**src/rtl/cop_port_pkg.sv**
```systemverilog
`timescale 1ns/1ps
package cop_port_pkg;

    typedef enum logic [2:0] {
        AC_NONE,
        AC_BUSY_CLR,
        AC_COP_RST,
        AC_UNSUP_WR,
        AC_BAD_SIZE,
        AC_READ
    } acc_class_e;

    typedef enum logic [2:0] {
        ST_IDLE,
        ST_BUSY_CLR,
        ST_COP_RST,
        ST_UNSUP_WR,
        ST_BAD_SIZE,
        ST_READ_TRAP
    } cop_state_e;

endpackage

```
**src/rtl/cop_port_classify.sv**
```systemverilog
`timescale 1ns/1ps
module cop_port_classify
    import cop_port_pkg::*;
#(
    parameter int ADDR_W   = 16,
    parameter int WIN_LOG2 = 4,
    parameter logic [ADDR_W-1:0] BASE = 16'h00F0,
    parameter int CLR_OFF  = 0,
    parameter int RST_OFF  = 1
) (
    input  logic [ADDR_W-1:0] io_addr,
    input  logic              io_wr,
    input  logic              io_rd,
    input  logic              io_byte,
    output acc_class_e        acc_class
);
    localparam int HI_W = ADDR_W - WIN_LOG2;
    localparam logic [HI_W-1:0]     BASE_HI = BASE[ADDR_W-1:WIN_LOG2];
    localparam logic [WIN_LOG2-1:0] CLR_O   = WIN_LOG2'(CLR_OFF);
    localparam logic [WIN_LOG2-1:0] RST_O   = WIN_LOG2'(RST_OFF);

    logic                hit;
    logic [WIN_LOG2-1:0] offset;

    always_comb begin
        hit       = (io_addr[ADDR_W-1:WIN_LOG2] == BASE_HI);
        offset    = io_addr[WIN_LOG2-1:0];
        acc_class = AC_NONE;
        if (hit) begin
            if (io_rd) begin
                acc_class = AC_READ;
            end else if (io_wr) begin
                if (!io_byte)
                    acc_class = AC_BAD_SIZE;
                else if (offset == CLR_O)
                    acc_class = AC_BUSY_CLR;
                else if (offset == RST_O)
                    acc_class = AC_COP_RST;
                else
                    acc_class = AC_UNSUP_WR;
            end
        end
    end
endmodule

```
**src/rtl/cop_port_fsm.sv**
```systemverilog
`timescale 1ns/1ps
module cop_port_fsm
    import cop_port_pkg::*;
(
    input  logic       clk,
    input  logic       rst_n,
    input  acc_class_e acc_class,
    output cop_state_e state,
    output logic       busy_clr_pulse,
    output logic       cop_reset_pulse,
    output logic       irq_clr_req,
    output logic       diag_set_req,
    output logic       rd_trap
);
    cop_state_e state_q, state_d;

    always_comb begin
        state_d = ST_IDLE;
        unique case (acc_class)
            AC_NONE:     state_d = ST_IDLE;
            AC_BUSY_CLR: state_d = ST_BUSY_CLR;
            AC_COP_RST:  state_d = ST_COP_RST;
            AC_UNSUP_WR: state_d = ST_UNSUP_WR;
            AC_BAD_SIZE: state_d = ST_BAD_SIZE;
            AC_READ:     state_d = ST_READ_TRAP;
            default:     state_d = ST_IDLE;
        endcase
    end

    always_ff @(posedge clk) begin
        if (!rst_n)
            state_q <= ST_IDLE;
        else
            state_q <= state_d;
    end

    always_comb begin
        busy_clr_pulse  = 1'b0;
        cop_reset_pulse = 1'b0;
        irq_clr_req     = 1'b0;
        diag_set_req    = 1'b0;
        rd_trap         = 1'b0;
        unique case (state_q)
            ST_IDLE: ;
            ST_BUSY_CLR: begin
                busy_clr_pulse = 1'b1;
                irq_clr_req    = 1'b1;
            end
            ST_COP_RST: begin
                cop_reset_pulse = 1'b1;
                irq_clr_req     = 1'b1;
            end
            ST_UNSUP_WR: begin
                irq_clr_req  = 1'b1;
                diag_set_req = 1'b1;
            end
            ST_BAD_SIZE: diag_set_req = 1'b1;
            ST_READ_TRAP: begin
                rd_trap      = 1'b1;
                diag_set_req = 1'b1;
            end
            default: ;
        endcase
    end

    assign state = state_q;
endmodule

```
**src/rtl/cop_sticky_bit.sv**
```systemverilog
`timescale 1ns/1ps
module cop_sticky_bit (
    input  logic clk,
    input  logic rst_n,
    input  logic set_i,
    input  logic clr_i,
    output logic q
);
    always_ff @(posedge clk) begin
        if (!rst_n)
            q <= 1'b0;
        else if (set_i)
            q <= 1'b1;
        else if (clr_i)
            q <= 1'b0;
    end
endmodule

```
**src/rtl/cop_err_port.sv**
```systemverilog
`timescale 1ns/1ps
module cop_err_port
    import cop_port_pkg::*;
#(
    parameter int ADDR_W   = 16,
    parameter int DATA_W   = 32,
    parameter int WIN_LOG2 = 4,
    parameter logic [ADDR_W-1:0] BASE = 16'h00F0,
    parameter int CLR_OFF  = 0,
    parameter int RST_OFF  = 1
) (
    input  logic              clk,
    input  logic              rst_n,
    input  logic [ADDR_W-1:0] io_addr,
    input  logic              io_wr,
    input  logic              io_rd,
    input  logic              io_byte,
    output logic [DATA_W-1:0] io_rdata,
    output logic              io_rd_unused,
    input  logic              cop_err_in,
    input  logic              diag_clr,
    output logic              cop_irq,
    output logic              busy_clr_pulse,
    output logic              cop_reset_pulse,
    output logic              diag_flag
);
    acc_class_e acc_class;
    cop_state_e fsm_state;
    logic       irq_clr_req;
    logic       diag_set_req;
    logic       rd_trap;

    cop_port_classify #(
        .ADDR_W(ADDR_W), .WIN_LOG2(WIN_LOG2), .BASE(BASE),
        .CLR_OFF(CLR_OFF), .RST_OFF(RST_OFF)
    ) u_classify (
        .io_addr(io_addr), .io_wr(io_wr), .io_rd(io_rd),
        .io_byte(io_byte), .acc_class(acc_class)
    );

    cop_port_fsm u_fsm (
        .clk(clk), .rst_n(rst_n), .acc_class(acc_class), .state(fsm_state),
        .busy_clr_pulse(busy_clr_pulse), .cop_reset_pulse(cop_reset_pulse),
        .irq_clr_req(irq_clr_req), .diag_set_req(diag_set_req), .rd_trap(rd_trap)
    );

    cop_sticky_bit u_irq (
        .clk(clk), .rst_n(rst_n), .set_i(cop_err_in), .clr_i(irq_clr_req), .q(cop_irq)
    );

    cop_sticky_bit u_diag (
        .clk(clk), .rst_n(rst_n), .set_i(diag_set_req), .clr_i(diag_clr), .q(diag_flag)
    );

    assign io_rd_unused = rd_trap;
    assign io_rdata     = rd_trap ? {DATA_W{1'b1}} : {DATA_W{1'b0}};
endmodule

```
**config.mk**
```make
export PLATFORM = sky130hd
export DESIGN_NAME = cop_err_port
export DESIGN_NICKNAME = d
export VERILOG_FILES = /design/src/rtl/cop_port_pkg.sv /design/src/rtl/cop_port_classify.sv /design/src/rtl/cop_port_fsm.sv /design/src/rtl/cop_sticky_bit.sv /design/src/rtl/cop_err_port.sv
export SDC_FILE = /design/constraint.sdc
export NUM_CORES = 1
export LEC_CHECK = 0
export ABC_AREA = 0
export ABC_CLOCK_PERIOD_IN_PS = 1600
export BUFFER_PORTS_ARGS = -buffer_cell sky130_fd_sc_hd__buf_2
export CAP_MARGIN = 20
export CORE_MARGIN = 3
export CORE_UTILIZATION = 33
export CTS_BUF_LIST = sky130_fd_sc_hd__clkbuf_2
export CTS_CLUSTER_SIZE = 14
export DETAILED_ROUTE_END_ITERATION = 8
export PLACE_DENSITY = 0.8
export SYNTH_ARGS = -nofsm -noshare
export SYNTH_HDL_FRONTEND = slang
export SYNTH_SLANG_ARGS = --single-unit
```
**constraint.sdc**
```tcl
create_clock -name clk -period 1.6 [get_ports clk]
set_input_delay 0.24 -clock clk [delete_from_list [all_inputs] [get_ports clk]]
set_output_delay 0.24 -clock clk [all_outputs]
set_load 0.02 [all_outputs]
```
==> impl_metrics.csv <==
group,metric,value,unit
yosys,synthTopCellsByCount,"buf_4 (32), dfxtp_1 (5), a21oi_1 (3), inv_1 (3), nand2b_1 (3)",
worst_setup_path,critPathMaxFanout,33,
yosys,yosys_register_bits,5,
sta,rsz0062_at_grt,"false",
detailed_routing,ant_nets,0,
yosys,synth_most_common_cell,"buf_4",
global_routing,grt_start_max_net_pins,34,
yosys,synth.top_cell.area_share,0.475,
detailed_routing,highest_layer,"met3",
worst_setup_path,cp-end-kind,"primary output",
yosys,async_flop_share,0,
global_routing,grt_pass1_wl,1350,um
worst_hold_path,hp-class,"input port to register",
cells_and_area,fin_util,0.441,
clock_tree,ctsRootBufferMaster,"clkbuf_2",
clock_tree,postCtsHoldBufs,0,
detailed_routing,drt_first_pass_iters,2,
yosys,synth-edff-count,0,
cells_and_area,drive_gt1_frac,0.710,
floorplanning,die_area,2040,um^2
clock_tree,clkSlewWorstSetupHoldPaths,60,ps
placement,routabilityCongestion,0.632,
detailed_routing,drtIter0Drc,1,
sta,finalClockSkew,0.132,ps
yosys,syn_nets,85,
yosys,netlist_top_cells_area,"buf_4 (48%), dfxtp_1 (20%), nand2b_1 (3.7%)",
sta,drv_slew,0,
power_and_ir_drop,peakVddDrop,0.225,mV
power_and_ir_drop,p_per_area,475,nW/um^2
floorplanning,die_h,45.1,um
detailed_routing,m1WireLength,284,um
clock_tree,cts_buffer_depth,2,
global_routing,grt.overflow.total,0,
yosys,synthCells,62,
sta,min_period,1470,ps
worst_setup_path,crit_type,"register to primary output",
run_status,status,"finished, final reports clean",
detailed_routing,wl_met3,249,um
clock_tree,ctsResizeCount,0,
power_and_ir_drop,leakage,0.402,nW
detailed_routing,met2_wirelength,433,um
job,drv_cap,0,
floorplanning,start_util,0.370,
detailed_routing,drcViolationCount,0,
detailed_routing,vias_per_cell,4.45,
sta,max_freq,0.680,GHz
cells_and_area,fin_nets,117,
cells_and_area,area_growth,19.3,%
yosys,yosys.cell_types.count,18,
floorplanning,die_w,45.1,um
clock_tree,cts.sinks,5,
yosys,yosysWarnings,0,
clock_tree,cts_tree,"yes",
floorplanning,core_area,1370,um^2
floorplanning,std_cell_rows,13,
yosys,synth_top_area_cell,"buf_4",
cells_and_area,antennaDiodeCount,0,
yosys,synth_top_flop_cell,"dfxtp_1",
worst_setup_path,cp.arrival,1230,ps
worst_setup_path,required,1360,ps
sta,worst_slew_pin_slew,318,ps
clock_tree,htree_num_levels,1,
clock_tree,cts_setup_buffers,0,
detailed_routing,wl_per_cell,8.95,um
global_routing,grt_usage,0.0901,
sta,final.period_utilization,0.919,
sta,finalSetupViolCount,0,
global_routing,antenna_found_initial,0,
yosys,yosysSeqAreaShare,0.198,
placement,io_buffers,59,
clock_tree,clkLatencyLatePin,210,ps
sta,hold_violations,0,
global_routing,grt_pass1_vias,354,
detailed_routing,vias,481,
yosys,avgSynthCellArea,8.15,um^2
yosys,synth.cell_area,505,um^2
floorplanning,io_pins,60,
worst_setup_path,start_kind,"register",
detailed_routing,wl,967,um
clock_tree,numCtsBuffers,3,
sta,slew_headroom,0.786,
sta,tns,0,ps
-- sequential cells by signal, summed over array words and instances (netlist names) --
register	cells
u_diag.q	1
u_fsm.state	3
u_irq.q	1
-- placed cells by master (no fill, tap or decap) --
master	instances
nor2_1	2
a2111oi_2	1
nand2_1	1
nor3b_1	2
buf_2	59
a21oi_1	3
nand4_1	1
and4_1	1
a311oi_1	1
o21bai_1	1
inv_1	3
nor4b_2	1
nand2b_1	3
nand3b_1	1
nor3_1	2
and3b_4	1
dfxtp_1	5
a31oi_1	1
clkbuf_2	4
-- metrics by stage --
stage	power, mW	instance area (um^2)	hold WS (ps)	std cells	setup slack [ps]
floorplan	0.143	507	309	62	245
global placement	0.173	581	436	104	338
detailed placement	0.174	581	445	104	290
CTS	0.294	601	209	108	45.2
global route	0.310	603	209	108	11.3
finish	0.286	603	220	108	130
-- routing by layer --
metal	up-vias	global-route usage
met4	0	0.0526
met2	53	0.167
met1	191	0.0879
met3	0	0.0239
li1	237	-
met5	-	0
-- worst paths after layout --
path	start	to	slack, ps	cells after the start
worst min register to register	u_diag.q$_SDFFE_PN0P_	u_diag.q$_SDFFE_PN0P_	480	2
worst max register to register	u_fsm.state[2]$_SDFF_PN0_	u_irq.q$_SDFFE_PN0P_	800	3
worst max-delay path	u_fsm.state[1]$_SDFF_PN0_	io_rdata[26]	130	2
worst min-delay path	io_rd	u_fsm.state[1]$_SDFF_PN0_	220	2
-- logic make-up (layout without fill, tap and decap cells) --
logic type / count (synthesis) / in the layout / share of synthesized area
AO/OA/AOI/OAI: 7 / 7 / 0.104
AND/OR/NAND/NOR: 15 / 15 / 0.201
flip-flops: 5 / 5 / 0.198
buffers and inverters: 35 / 66 / 0.498
-- cell type report --
| class | instances | area, um^2 |
|---|---|---|
| flip-flops and latches | 5 | 100 |
| inverters | 3 | 11.3 |
| repair buffers | 59 | 295 |
| clock buffers | 4 | 20.0 |
| multi-input cells | 22 | 158 |
| well taps | 15 | 18.8 |
| fillers | 147 | 763 |
-- power by group --
group,internal (mW),switching [mW]
Sequential,0.126,0.000739
Combinational,0.0256,0.0184
Clock,0.0662,0.0491
-- worst max-delay path, cell delays in order, from the launching register on --
cell,delay [ps]
dfxtp_1,340
and3b_4,460
buf_2,220
No activity file was read; power rests on OpenSTA's default activity.
